### src/rtl/desc_chain_pkg.sv
package desc_chain_pkg;
  typedef enum logic [1:0] {
    FL_NEXT = 2'b00,
    FL_SKIP = 2'b01,
    FL_JUMP = 2'b10,
    FL_LAST = 2'b11
  } entryCode_e;

  typedef enum logic [2:0] {
    ST_IDLE, ST_REQ, ST_WAIT, ST_DEC, ST_RUN
  } seqState_e;

  typedef struct packed {
    logic loadStart;
    logic clrIdx;
    logic capWord;
    logic stepSeq;
    logic jumpTbl;
  } dpStrobe_t;
endpackage

### src/rtl/desc_chain_dp.sv
module desc_chain_dp
  import desc_chain_pkg::*;
#(
  parameter int ADDR_W = 32
) (
  input  logic              clk,
  input  logic              rstN,
  input  dpStrobe_t         strobe,
  input  logic [ADDR_W-1:0] startAddr,
  input  logic [31:0]       rdData,
  output logic [ADDR_W-1:0] curAddr,
  output logic [ADDR_W-1:0] rdAddr,
  output logic [ADDR_W-1:0] cmdSrc,
  output logic [ADDR_W-1:0] cmdDst,
  output logic [31:0]       cmdLen,
  output logic              lastWord,
  output entryCode_e        code,
  output logic              intEn
);
  localparam bit WIDE        = ADDR_W > 32;
  localparam int NWORDS      = WIDE ? 5 : 3;
  localparam int IDX_W       = $clog2(NWORDS + 1);
  localparam int ENTRY_BYTES = 4 * NWORDS;
  localparam int FIELD_W     = WIDE ? 62 : 30;

  logic [31:0]       wordQ [NWORDS];
  logic [IDX_W-1:0]  idx;
  logic [FIELD_W-1:0] srcField, dstField;
  logic [ADDR_W-1:0] alignMask;

  assign alignMask = ~ADDR_W'(3);

  // one capture register per descriptor word
  for (genvar w = 0; w < NWORDS; w++) begin : g_word
    always_ff @(posedge clk)
      if (strobe.capWord && idx == IDX_W'(w)) wordQ[w] <= rdData;
  end

  // field layout depends on the entry format
  if (WIDE) begin : g_wide
    assign code     = entryCode_e'(wordQ[1][31:30]);
    assign srcField = {wordQ[1][29:0], wordQ[0]};
    assign intEn    = wordQ[3][31];
    assign dstField = {wordQ[3][29:0], wordQ[2]};
    assign cmdLen   = wordQ[4];
  end else begin : g_narrow
    assign code     = entryCode_e'(wordQ[0][31:30]);
    assign srcField = wordQ[0][29:0];
    assign intEn    = wordQ[1][31];
    assign dstField = wordQ[1][29:0];
    assign cmdLen   = wordQ[2];
  end

  assign cmdSrc   = ADDR_W'(srcField);
  assign cmdDst   = ADDR_W'(dstField);
  assign rdAddr   = curAddr + ADDR_W'({idx, 2'b00});
  assign lastWord = idx == IDX_W'(NWORDS - 1);

  always_ff @(posedge clk) begin
    if (!rstN) begin
      curAddr <= '0;
      idx     <= '0;
    end else begin
      if (strobe.loadStart)    curAddr <= startAddr & alignMask;
      else if (strobe.jumpTbl) curAddr <= cmdSrc & alignMask;
      else if (strobe.stepSeq) curAddr <= curAddr + ADDR_W'(ENTRY_BYTES);
      if (strobe.clrIdx)       idx <= '0;
      else if (strobe.capWord) idx <= idx + 1'b1;
    end
  end
endmodule

### src/rtl/desc_chain_ctrl.sv
module desc_chain_ctrl
  import desc_chain_pkg::*;
(
  input  logic       clk,
  input  logic       rstN,
  input  logic       startReq,
  input  logic       abortReq,
  input  logic       errClr,
  input  logic       rdAck,
  input  logic       rdErr,
  input  logic       engDone,
  input  logic       engErr,
  input  logic       lastWord,
  input  entryCode_e code,
  input  logic       intEn,
  output dpStrobe_t  strobe,
  output logic       rdReq,
  output logic       cmdGo,
  output logic       busy,
  output logic       errFlag,
  output logic       abortFlag,
  output logic       irq,
  output logic       chainDone
);
  seqState_e state;
  logic abortHit;

  assign abortHit = busy && abortReq;

  always_comb begin
    strobe = '0;
    if (!abortHit) begin
      case (state)
        ST_IDLE: if (startReq && !errFlag) begin
          strobe.loadStart = 1'b1;
          strobe.clrIdx    = 1'b1;
        end
        ST_WAIT: strobe.capWord = rdAck && !rdErr;
        ST_DEC: if (code == FL_SKIP) begin
          strobe.stepSeq = 1'b1;
          strobe.clrIdx  = 1'b1;
        end else if (code == FL_JUMP) begin
          strobe.jumpTbl = 1'b1;
          strobe.clrIdx  = 1'b1;
        end
        ST_RUN: if (engDone && !engErr && code != FL_LAST) begin
          strobe.stepSeq = 1'b1;
          strobe.clrIdx  = 1'b1;
        end
        default: ;
      endcase
    end
  end

  always_ff @(posedge clk) begin
    if (!rstN) begin
      state     <= ST_IDLE;
      busy      <= 1'b0;
      errFlag   <= 1'b0;
      abortFlag <= 1'b0;
      rdReq     <= 1'b0;
      cmdGo     <= 1'b0;
      irq       <= 1'b0;
      chainDone <= 1'b0;
    end else begin
      rdReq     <= 1'b0;
      cmdGo     <= 1'b0;
      irq       <= 1'b0;
      chainDone <= 1'b0;
      if (abortHit) begin
        state     <= ST_IDLE;
        busy      <= 1'b0;
        abortFlag <= 1'b1;
      end else begin
        case (state)
          ST_IDLE: begin
            if (errClr) errFlag <= 1'b0;
            if (startReq && !errFlag) begin
              busy      <= 1'b1;
              abortFlag <= 1'b0;
              state     <= ST_REQ;
            end
          end
          ST_REQ: begin
            rdReq <= 1'b1;
            state <= ST_WAIT;
          end
          ST_WAIT: if (rdAck) begin
            if (rdErr) begin
              errFlag <= 1'b1;
              busy    <= 1'b0;
              state   <= ST_IDLE;
            end else begin
              state <= lastWord ? ST_DEC : ST_REQ;
            end
          end
          ST_DEC: begin
            if (code == FL_NEXT || code == FL_LAST) begin
              cmdGo <= 1'b1;
              state <= ST_RUN;
            end else begin
              state <= ST_REQ;
            end
          end
          ST_RUN: if (engDone) begin
            if (engErr) begin
              errFlag <= 1'b1;
              busy    <= 1'b0;
              state   <= ST_IDLE;
            end else begin
              irq <= intEn || code == FL_LAST;
              if (code == FL_LAST) begin
                busy      <= 1'b0;
                chainDone <= 1'b1;
                state     <= ST_IDLE;
              end else begin
                state <= ST_REQ;
              end
            end
          end
          default: state <= ST_IDLE;
        endcase
      end
    end
  end
endmodule

### src/rtl/desc_chain_seq.sv
module desc_chain_seq
  import desc_chain_pkg::*;
#(
  parameter int ADDR_W = 32
) (
  input  logic              clk,
  input  logic              rstN,
  input  logic              startReq,
  input  logic [ADDR_W-1:0] startAddr,
  input  logic              abortReq,
  input  logic              errClr,
  output logic              rdReq,
  output logic [ADDR_W-1:0] rdAddr,
  input  logic              rdAck,
  input  logic [31:0]       rdData,
  input  logic              rdErr,
  output logic              cmdGo,
  output logic [ADDR_W-1:0] cmdSrc,
  output logic [ADDR_W-1:0] cmdDst,
  output logic [31:0]       cmdLen,
  input  logic              engDone,
  input  logic              engErr,
  output logic              busy,
  output logic              errFlag,
  output logic              abortFlag,
  output logic              irq,
  output logic              chainDone,
  output logic [ADDR_W-1:0] curAddr
);
  dpStrobe_t  strobe;
  entryCode_e code;
  logic       lastWord, intEn;

  desc_chain_ctrl u_ctrl (
    .clk(clk), .rstN(rstN), .startReq(startReq), .abortReq(abortReq),
    .errClr(errClr), .rdAck(rdAck), .rdErr(rdErr), .engDone(engDone),
    .engErr(engErr), .lastWord(lastWord), .code(code), .intEn(intEn),
    .strobe(strobe), .rdReq(rdReq), .cmdGo(cmdGo), .busy(busy),
    .errFlag(errFlag), .abortFlag(abortFlag), .irq(irq),
    .chainDone(chainDone)
  );

  desc_chain_dp #(.ADDR_W(ADDR_W)) u_dp (
    .clk(clk), .rstN(rstN), .strobe(strobe), .startAddr(startAddr),
    .rdData(rdData), .curAddr(curAddr), .rdAddr(rdAddr), .cmdSrc(cmdSrc),
    .cmdDst(cmdDst), .cmdLen(cmdLen), .lastWord(lastWord), .code(code),
    .intEn(intEn)
  );
endmodule

### config.mk
export PLATFORM = sky130hd
export DESIGN_NAME = desc_chain_seq
export DESIGN_NICKNAME = d
export VERILOG_FILES = /design/src/rtl/desc_chain_pkg.sv /design/src/rtl/desc_chain_dp.sv /design/src/rtl/desc_chain_ctrl.sv /design/src/rtl/desc_chain_seq.sv
export SDC_FILE = /design/constraint.sdc
export NUM_CORES = 1
export LEC_CHECK = 0
export BUFFER_PORTS_ARGS = -buffer_cell sky130_fd_sc_hd__buf_4
export CAP_MARGIN = 15
export CORE_MARGIN = 3
export CORE_UTILIZATION = 49
export CTS_CLUSTER_DIAMETER = 50
export DETAILED_ROUTE_END_ITERATION = 8
export GPL_ROUTABILITY_DRIVEN = 0
export PLACE_DENSITY = 0.78
export SLEW_MARGIN = 20
export SYNTH_ARGS = -nofsm -noshare
export SYNTH_HDL_FRONTEND = slang
export SYNTH_SLANG_ARGS = --single-unit
export TNS_END_PERCENT = 100
### constraint.sdc
create_clock -name clk -period 3.8 [get_ports clk]
set_input_delay 0 -clock clk [delete_from_list [all_inputs] [get_ports clk]]
set_output_delay 0 -clock clk [all_outputs]
set_load 0.02 [all_outputs]
==> results of run 1 <==
## layout by cell type, fill, tap and decap left out, types with 9 or more instances in the layout
cell	netlist	routed
sky130_fd_sc_hd__clkbuf_16	0	18
sky130_fd_sc_hd__dfxtp_1	42	42
sky130_fd_sc_hd__nor3_1	13	13
sky130_fd_sc_hd__ha_1	9	9
sky130_fd_sc_hd__nand3_1	12	12
sky130_fd_sc_hd__buf_4	9	236
sky130_fd_sc_hd__dlygate4sd3_1	0	67
sky130_fd_sc_hd__nand4_1	17	17
sky130_fd_sc_hd__and2_1	10	9
sky130_fd_sc_hd__xnor2_1	24	24
sky130_fd_sc_hd__nor2_1	27	25
sky130_fd_sc_hd__o21ai_0	33	33
sky130_fd_sc_hd__inv_1	10	10
sky130_fd_sc_hd__o21a_1	9	9
sky130_fd_sc_hd__edfxtp_1	95	95
sky130_fd_sc_hd__xor2_1	18	18
sky130_fd_sc_hd__a21oi_1	42	42
sky130_fd_sc_hd__nand2_1	37	37
## through the flow
step / hold slack (ps) / area (sq um) / util [%]
after floorplan: 98.9 / 6380 / -
after global placement: 191 / 8150 / 65.9
after detailed placement: 193 / 8150 / 65.9
after CTS: 46.4 / 9390 / 75.9
after global routing: 72.6 / 9390 / 75.9
final: 59.9 / 9390 / 75.9
## metal layers
layer / wire length, um / vias to the layer above / global-route usage (%) / share of wire (%)
li1: - / 2677 / - / -
met1: 7760 / 2844 / 34.5 / 36
met2: 10600 / 390 / 48.8 / 50
met3: 2170 / 62 / 9.75 / 10
met4: 752 / 0 / 13.2 / 3.5
met5: 0 / - / 0 / 0
## power by group through the flow
stage	combinational [uW]	sequential, uW	clock (uW)
floorplan	449	1800	0
global placement	742	1810	0
detailed placement	758	1810	0
CTS	826	1780	1580
global route	898	1800	1650
finish	840	1790	1590
## state kept, by name, summed over array words and instances, names as in the netlist
signal,count
u_dp.wordQ,95
u_ctrl.rdReq,1
u_dp.idx,2
u_ctrl.irq,1
u_ctrl.cmdGo,1
u_ctrl.state,3
u_ctrl.busy,1
u_dp.curAddr,30
u_ctrl.abortFlag,1
u_ctrl.chainDone,1
u_ctrl.errFlag,1
## synthesized netlist by cell type, types with 4 or more instances
cell type,n
sky130_fd_sc_hd__a211oi_1,4
sky130_fd_sc_hd__inv_1,10
sky130_fd_sc_hd__clkbuf_1,28
sky130_fd_sc_hd__and4_1,8
sky130_fd_sc_hd__a22oi_1,6
sky130_fd_sc_hd__buf_2,8
sky130_fd_sc_hd__xnor2_1,24
sky130_fd_sc_hd__and3_1,7
sky130_fd_sc_hd__buf_4,9
sky130_fd_sc_hd__nand3_1,12
sky130_fd_sc_hd__nand2_1,37
sky130_fd_sc_hd__o22ai_1,5
sky130_fd_sc_hd__and2_1,10
sky130_fd_sc_hd__o21a_1,9
sky130_fd_sc_hd__nor4_1,5
sky130_fd_sc_hd__nand4_1,17
sky130_fd_sc_hd__nand3b_1,5
sky130_fd_sc_hd__a21o_1,5
sky130_fd_sc_hd__a31oi_1,4
sky130_fd_sc_hd__a21oi_1,42
sky130_fd_sc_hd__dfxtp_1,42
sky130_fd_sc_hd__edfxtp_1,95
sky130_fd_sc_hd__o21ai_0,33
sky130_fd_sc_hd__nor2_1,27
sky130_fd_sc_hd__o211ai_1,8
sky130_fd_sc_hd__ha_1,9
sky130_fd_sc_hd__nor3_1,13
sky130_fd_sc_hd__xor2_1,18
## kinds of logic (layout without fill, tap and decap cells)
group                    after synthesis  in the layout  share of synthesized area [%]
XOR/XNOR                              42             42                           5.79
buffers and inverters                 59            346                           4.19
AND/OR/NAND/NOR                      162            162                           13.9
multiplexers                           1              1                          0.157
other                                  1              8                         0.0590
AO/OA/AOI/OAI                        152            152                           15.7
adder cells (fa/ha/maj)               10             10                           2.09
flip-flops                           137            137                           58.1
## final cells by class
type | count | area (sq um)
Tap cell | 168 | 210
Clock inverter | 6 | 65.1
Fill cell | 753 | 2970
Inverter | 11 | 41.3
Multi-Input combinational cell | 375 | 2430
Clock buffer | 26 | 500
Timing Repair Buffer | 303 | 2440
Sequential cell | 137 | 3690
## worst max path at each step
stage / start / endpoint / depth (start not counted)
detailed placement: u_ctrl.state[2] / u_dp.curAddr[30] / 5
CTS: u_ctrl.state[2] / u_dp.curAddr[3] / 7
global placement: u_ctrl.state[2] / u_dp.curAddr[30] / 5
floorplan: u_ctrl.state[1] / u_dp.wordQ[0][64] / 3
global route: u_ctrl.state[2] / u_dp.curAddr[11] / 7
finish: u_ctrl.state[2] / u_dp.curAddr[9] / 7
## worst reg2reg max path, cell delays in order, from the launching register on
cell and delay [ps]:
sky130_fd_sc_hd__dfxtp_1 450, sky130_fd_sc_hd__or4b_1 710, sky130_fd_sc_hd__or2_1 560, sky130_fd_sc_hd__nand2_1 260
sky130_fd_sc_hd__buf_4 290, sky130_fd_sc_hd__o21ai_0 140, sky130_fd_sc_hd__a21oi_1 130, sky130_fd_sc_hd__dlygate4sd3_1 580
## timing repair
item | 4_1_cts | 5_1_grt
endpoints found under the hold margin | 129 | 0
gates resized for setup | 0 | 0
hold buffers | 67 | 0
==> out/qor_table.md, run 1 <==
| Item | Value |
|:---|:---|
| Run status | completed |
| Clock buffers created by TritonCTS | 17 |
| Category of cells accounting for the largest share of critical-path delay | simple AND/OR/NAND/NOR gates |
| Most area-consuming cells after synthesis | sky130_fd_sc_hd__edfxtp_1 45%, sky130_fd_sc_hd__dfxtp_1 13%, sky130_fd_sc_hd__a21oi_1 3.3%, sky130_fd_sc_hd__xnor2_1 3.3%, sky130_fd_sc_hd__o21ai_0 2.6% |
| Number of placed instances, taps included | 927 |
| CP arrival | 3530 ps |
| Combinational share of power | 19.9% |
| Max Clk Rate | 0.315 GHz |
| Via count of the first global-routing pass | 6,060 |
| NetSw | 1210 uW |
| Most area-hungry cell type in the Yosys netlist | sky130_fd_sc_hd__edfxtp_1 |
| Worst flop-to-flop path endpoint | u_dp.curAddr[9] |
| Via density per instance | 5.82 |
| Power after layout | 4220 uW |
| CP max stage cell | sky130_fd_sc_hd__or4b_1 |
| Global-route wire length before repair | 32.8 mm |
| Worst setup slack before clock tree synthesis | 1010 ps |
| Sw Ratio | 28.7% |
| Type of the worst min-delay path | primary input to flip-flop |
| Die outline width | 120 um |
| Total number of vias | 5,973 |
| Top-area cell type share of the netlist area | 44.9% |
| Clock insertion delay at the later pin of the skew report | 420 ps |
| Max-slew headroom at the worst pin | 22.4% |
| Starting Density | 51.4% |
| Final standard cell count with taps included and fillers excluded | 1,026 |
| Setup slack after layout | 627 ps |
| Buffer and inverter count on the worst path | 2 |
| CTS sink count | 137 |
| WL per Instance | 20.8 um |
| Endpoint of the worst hold-timing path | u_dp.curAddr[8] |
| Share of power burned in the clock network | 37.7% |
| HP Start | startAddr[8] |
| # H-tree levels | 4 |
| Ratio of final minimum period to clock period | 83.5% |
| Crit end category | flip-flop |
| Fin Setup TNS | 0 ps |
| Final global-route overflow total | 0 |
| Final layout net count | 928 |
| # DRC | 0 |
| Clock skew after layout | 6.87 ps |
| Depth of the worst register-to-register path | 7 |
| Number of distinct library cells after synthesis | 73 |
| Mean cell area of the mapped netlist | 11.3 sq um |
| Ratio of cells with drive above 1 in the final layout | 31.8% |
| Layout overhead on the synthesized area | 47.7% |
| Seq pwr share | 42.4% |
| Share of synthesized flip-flops with an asynchronous set or reset | 0% |
| All-layer global routing usage | 29.4% |
| Flops & latches, synth | 137 |
| Leakage power summed over all cells | 0.00377 uW |
| Top-Level Pins | 240 |
| Largest stage delay on the critical path | 710 ps |
| Final max-slew violation count | 0 |
| Area enclosed by the die boundary | 14,400 sq um |
| Internal | 3010 uW |
| Port Buf Inserts | 229 |
| Setup slack of the most critical reg-to-reg path | 630 ps |
| Top_reg_cell synth | sky130_fd_sc_hd__edfxtp_1 |
| Number of buffers added for setup after CTS | 0 |
| Antenna Diode Count | 0 |
| Total power divided by cell area | 449 nW/um^2 |
| Final period demand of the worst path | 3170 ps |
| Slew at the pin closest to its max-slew limit | 1160 ps |
| Required @ worst endpoint | 4160 ps |
| Launching element type of the critical path | flip-flop |
| Maximum number of buffers from clock root to sink | 2 |
| Critical setup path kind | flip-flop to flip-flop |
| Total standard cell area after synthesis | 6360 sq um |
| Setup violation total in the final timing report | 0 |
| Ys Warns | 0 |
| Vert. Die Dim | 120 um |
| Clk root buf | sky130_fd_sc_hd__clkbuf_16 |
| Pre-Repair DR Iteration Count | 7 |
| Post-synth EDFFs | 95 |
| HPWL after detailed placement | 13.8 mm |
| Count of antenna-violating nets left after detailed routing | 0 |
| Hold depth | 4 |
| Portion of the post-synthesis area used by sequential elements | 58.1% |
| Initial antenna violation count | 0 |
| Max VDD drop | 0.412 mV |
| CP Cell Sequence | or4b_1, or2_1, nand2_1, buf_4, o21ai_0, a21oi_1, dlygate4sd3_1 |
| Cells after synthesis | 564 |
| Unrepaired setup endpoints after global routing | no |
| DRC marker count from the first detailed-route iteration | 617 |
| CTS tree | yes |
| Largest net degree at the start of global routing | 33 |
| Origin of the critical flop-to-flop path | u_ctrl.state[2] |
| Clock-pin slew on the worst setup and hold paths | 60 ps |
| Max_cap viols | 0 |
| Max Fanout on Critical Path | 24 |
| Detailed Route WL | 21.3 mm |
| Final hold violation count | 0 |
| Standard-cell row count | 40 |
| Core Region | 12,400 sq um |
(Power assumes the default switching activity.)
==> inputs of run 2 (changes only) <==
ABC_AREA = 1   (was unset)
CORE_UTILIZATION = 45   (was 49)
PLACE_DENSITY = 0.74   (was 0.78)
clock period = 2.8 ns   (was 3.8 ns; I/O delays follow)
==> out/qor_table.md, run 2 <==
| Item | Value | Delta |
|:---|:---|:---|
| Power after layout | 6870 uW | was 4220 uW |
| Post-synth EDFFs | 95 | unchanged |
| Via density per instance | 5.12 | was 5.82 |
| Ratio of final minimum period to clock period | 87.9% |  |
| CTS tree | yes | unchanged |
| Clock-pin slew on the worst setup and hold paths | 60 ps | about the same |
| Sw Ratio | 37.1% | was 28.7% |
| Flops & latches, synth | 137 | unchanged |
| Leakage power summed over all cells | 0.00413 uW | was 0.00377 uW |
| Required @ worst endpoint | 2800 ps | was 4160 ps |
| Run status | completed | unchanged |
| Clock buffers created by TritonCTS | 17 | unchanged |
| Standard-cell row count | 43 | was 40 |
| Layout overhead on the synthesized area | 45.7% | was 47.7% |
| Count of antenna-violating nets left after detailed routing | 0 | unchanged |
| Via count of the first global-routing pass | 5,953 | was 6,060 |
| Detailed Route WL | 21.5 mm | was 21.3 mm |
| Unrepaired setup endpoints after global routing | no | unchanged |
| Portion of the post-synthesis area used by sequential elements | 55.3% | was 58.1% |
| Final period demand of the worst path | 2460 ps |  |
| Starting Density | 47.0% | was 51.4% |
| Pre-Repair DR Iteration Count | 5 | was 7 |
| Final std cell area, no fill | 9730 sq um | was 9390 sq um |
| Register bank with the most flops | u_dp.wordQ | unchanged |
| Max Clk Rate | 0.406 GHz |  |
| Final hold violation count | 0 | unchanged |
| Hold depth | 5 | was 4 |
| Most used standard cells in the synthesized netlist | 138 x sky130_fd_sc_hd__nand2_1, 95 x sky130_fd_sc_hd__edfxtp_1, 74 x sky130_fd_sc_hd__nor2_1 | was 95 x sky130_fd_sc_hd__edfxtp_1, 42 x sky130_fd_sc_hd__a21oi_1, 42 x sky130_fd_sc_hd__dfxtp_1 |
| Worst hold margin | 88.5 ps | was 59.9 ps |
| Share of power burned in the clock network | 30.5% | was 37.7% |
| Top-Level Pins | 240 | unchanged |
| Flip-flop count of the largest register, all copies and words added | 95 | unchanged |
| Area occupied by multi-input gates | 2550 sq um | was 2430 sq um |
| Port Buf Inserts | 229 | unchanged |
| Most frequent standard cell in the layout excluding fill and tap cells | sky130_fd_sc_hd__buf_4 | unchanged |
| Sequential cell area | 3690 sq um | unchanged |
| Max-slew headroom at the worst pin | 57.6% | was 22.4% |
| Max_cap viols | 0 | unchanged |
| Internal | 4320 uW | was 3010 uW |
| # DRC | 0 | unchanged |
| Top-area cell type share of the netlist area | 42.7% | was 44.9% |
| Vert. Die Dim | 128 um | was 120 um |
| Area enclosed by the die boundary | 16,300 sq um | was 14,400 sq um |
| Slew at the pin closest to its max-slew limit | 636 ps | was 1160 ps |
| CP Cell Sequence | ha_1, fa_1, inv_1, nor2_4, nand2_2, nor2_4, inv_2, nor2_1, nand2_1, xor2_1, buf_4 | was or4b_1, or2_1, nand2_1, buf_4, o21ai_0, a21oi_1, dlygate4sd3_1 |
| Number of placed instances, taps included | 1,105 | was 927 |
| Largest net degree at the start of global routing | 55 | was 33 |
| Global-route wire length before repair | 32.8 mm | about the same |
| Final global-route overflow total | 0 | unchanged |
| Total standard cell area after synthesis | 6680 sq um | was 6360 sq um |
| Final layout net count | 1,092 | was 928 |
| Max Fanout on Critical Path | 6 | was 24 |
| Top_reg_cell synth | sky130_fd_sc_hd__edfxtp_1 | unchanged |
| Critical setup path kind | flip-flop to primary output | was flip-flop to flip-flop |
| Final max-slew violation count | 0 | unchanged |
| HPWL after detailed placement | 14.9 mm | was 13.8 mm |
| DRC marker count from the first detailed-route iteration | 608 | was 617 |
| Standard cell area after detailed placement | 8530 sq um | was 8150 sq um |
| Most area-hungry cell type in the Yosys netlist | sky130_fd_sc_hd__edfxtp_1 | unchanged |
| Share of synthesized flip-flops with an asynchronous set or reset | 0% | unchanged |
| Seq pwr share | 38.0% | was 42.4% |
| Largest regs | u_dp.wordQ x95, u_dp.curAddr x30, u_ctrl.state x3 | unchanged |
| Launching element type of the critical path | flip-flop | unchanged |
| Max VDD drop | 0.487 mV | was 0.412 mV |
| Clock skew after layout | 11.6 ps | was 6.87 ps |
| Setup violation total in the final timing report | 0 | unchanged |
| Type of the worst min-delay path | primary input to flip-flop | unchanged |
| # H-tree levels | 4 | unchanged |
| Depth of the worst register-to-register path | 7 | unchanged |
| Initial antenna violation count | 1 | was 0 |
| Core Region | 14,200 sq um | was 12,400 sq um |
| Number of distinct library cells after synthesis | 42 | was 73 |
| Number of buffers added for setup after CTS | 0 | unchanged |
| Setup slack after layout | 340 ps | was 627 ps |
| CTS sink count | 137 | unchanged |
| Most area-consuming cells after synthesis | sky130_fd_sc_hd__edfxtp_1 43%, sky130_fd_sc_hd__dfxtp_1 13%, sky130_fd_sc_hd__nand2_1 7.8%, sky130_fd_sc_hd__nor2_1 4.2%, sky130_fd_sc_hd__inv_1 4.0% | was sky130_fd_sc_hd__edfxtp_1 45%, sky130_fd_sc_hd__dfxtp_1 13%, sky130_fd_sc_hd__a21oi_1 3.3%, sky130_fd_sc_hd__xnor2_1 3.3%, sky130_fd_sc_hd__o21ai_0 2.6% |
| Maximum number of buffers from clock root to sink | 2 | unchanged |
| Ratio of cells with drive above 1 in the final layout | 30.4% | was 31.8% |
| Cells after synthesis | 713 | was 564 |
| Most repeated cell in the gate-level netlist after synthesis | sky130_fd_sc_hd__nand2_1 | was sky130_fd_sc_hd__edfxtp_1 |
| Worst setup slack before clock tree synthesis | 483 ps | was 1010 ps |
| Final standard cell count with taps included and fillers excluded | 1,203 | was 1,026 |
| Total number of vias | 6,165 | was 5,973 |
| Commonest cells after routing, fill and taps aside | 232 x sky130_fd_sc_hd__buf_4, 138 x sky130_fd_sc_hd__nand2_1, 95 x sky130_fd_sc_hd__edfxtp_1, 71 x sky130_fd_sc_hd__inv_1, 71 x sky130_fd_sc_hd__nor2_1 | was 236 x sky130_fd_sc_hd__buf_4, 95 x sky130_fd_sc_hd__edfxtp_1, 67 x sky130_fd_sc_hd__dlygate4sd3_1, 42 x sky130_fd_sc_hd__a21oi_1, 42 x sky130_fd_sc_hd__dfxtp_1 |
| All-layer global routing usage | 26.0% | was 29.4% |
| Clock insertion delay at the later pin of the skew report | 420 ps | about the same |
| Largest stage delay on the critical path | 460 ps | was 710 ps |
| Clk root buf | sky130_fd_sc_hd__clkbuf_16 | unchanged |
| Filler cell count | 1,090 | was 753 |
| CP arrival | 2460 ps | was 3530 ps |
| Die outline width | 128 um | was 120 um |
| Mean cell area of the mapped netlist | 9.37 sq um | was 11.3 sq um |
| NetSw | 2550 uW | was 1210 uW |
| Critical Path Most Common Cell | sky130_fd_sc_hd__nor2_4 |  |
| Crit end category | primary output | was flip-flop |
| Total power divided by cell area | 706 nW/um^2 | was 449 nW/um^2 |
| Ys Warns | 0 | unchanged |
| Combinational share of power | 31.5% | was 19.9% |
| WL per Instance | 17.8 um | was 20.8 um |
| CP max stage cell | sky130_fd_sc_hd__dfxtp_1 | was sky130_fd_sc_hd__or4b_1 |
-- run 2: cells by family (layout without fill, tap and decap cells) --
kind of cell | Yosys count | count (layout) | share of synthesized area (%)
fa+ha+maj | 10 | 10 | 1.99
compound gates | 123 | 123 | 10.4
buf+inv | 108 | 410 | 7.29
simple gates | 302 | 302 | 20.8
other cells | 1 | 9 | 0.0561
flops | 137 | 137 | 55.3
xor+xnor | 32 | 32 | 4.20
-- run 2: power by group through the flow --
stage | Sequential, uW | Clock, uW | Combinational (uW)
6_report | 2610 | 2100 | 2160
5_1_grt | 2640 | 2190 | 2340
4_1_cts | 2600 | 2120 | 2140
3_5_place_dp | 2650 | 0 | 2060
3_3_place_gp | 2640 | 0 | 2030
2_1_floorplan | 2740 | 0 | 1160
-- run 2: through the flow --
| step | util [%] | TNS (ps) |
|---|---|---|
| 5_1_grt | 68.5 | 0 |
| 2_1_floorplan | - | -7060 |
| 4_1_cts | 68.5 | 0 |
| 3_3_place_gp | 60.1 | 0 |
| 6_report | 68.5 | 0 |
| 3_5_place_dp | 60.1 | 0 |
-- run 2: area by class of cell --
cell class	count	area share, %
sequential	137	38.0
tap	180	2.31
inverter	80	3.14
antenna	1	0.0257
clock buffer	18	4.41
timing repair buffer	298	24.8
clock inverter	14	1.18
multi-input combinational	475	26.2
-- run 2: what timing repair did --
item	CTS	global route
gates resized for setup	0	0
hold buffers	65	0
endpoints found under the hold margin	131	0
-- run 2: worst max-delay path, delay by kind of cell (launching register included) --
kind          cells  cell delay, ps
fa+ha+maj         2             460
xor+xnor          1             150
simple gates      5             680
flops             1             460
buf+inv           3             290
-- run 2: per-layer routing --
metal  vias to the layer above  routed length, um  global-route usage, %
met5                         -                  0                      0
met4                         0                432                   11.0
met3                        26               2010                   7.12
met2                       320              10100                   40.8
met1                      2859               8910                   33.9
li1                       2960                  -                      -
-- run 2: final timing paths --
path / from / to / slack (ps)
worst max-delay path: u_dp.curAddr[2] / rdAddr[30] / 340
worst max register to register: u_ctrl.state[1] / u_dp.wordQ[0][56] / 380
worst min register to register: u_dp.wordQ[0][63] / u_ctrl.irq / 490
worst min-delay path: startReq / u_ctrl.busy / 90
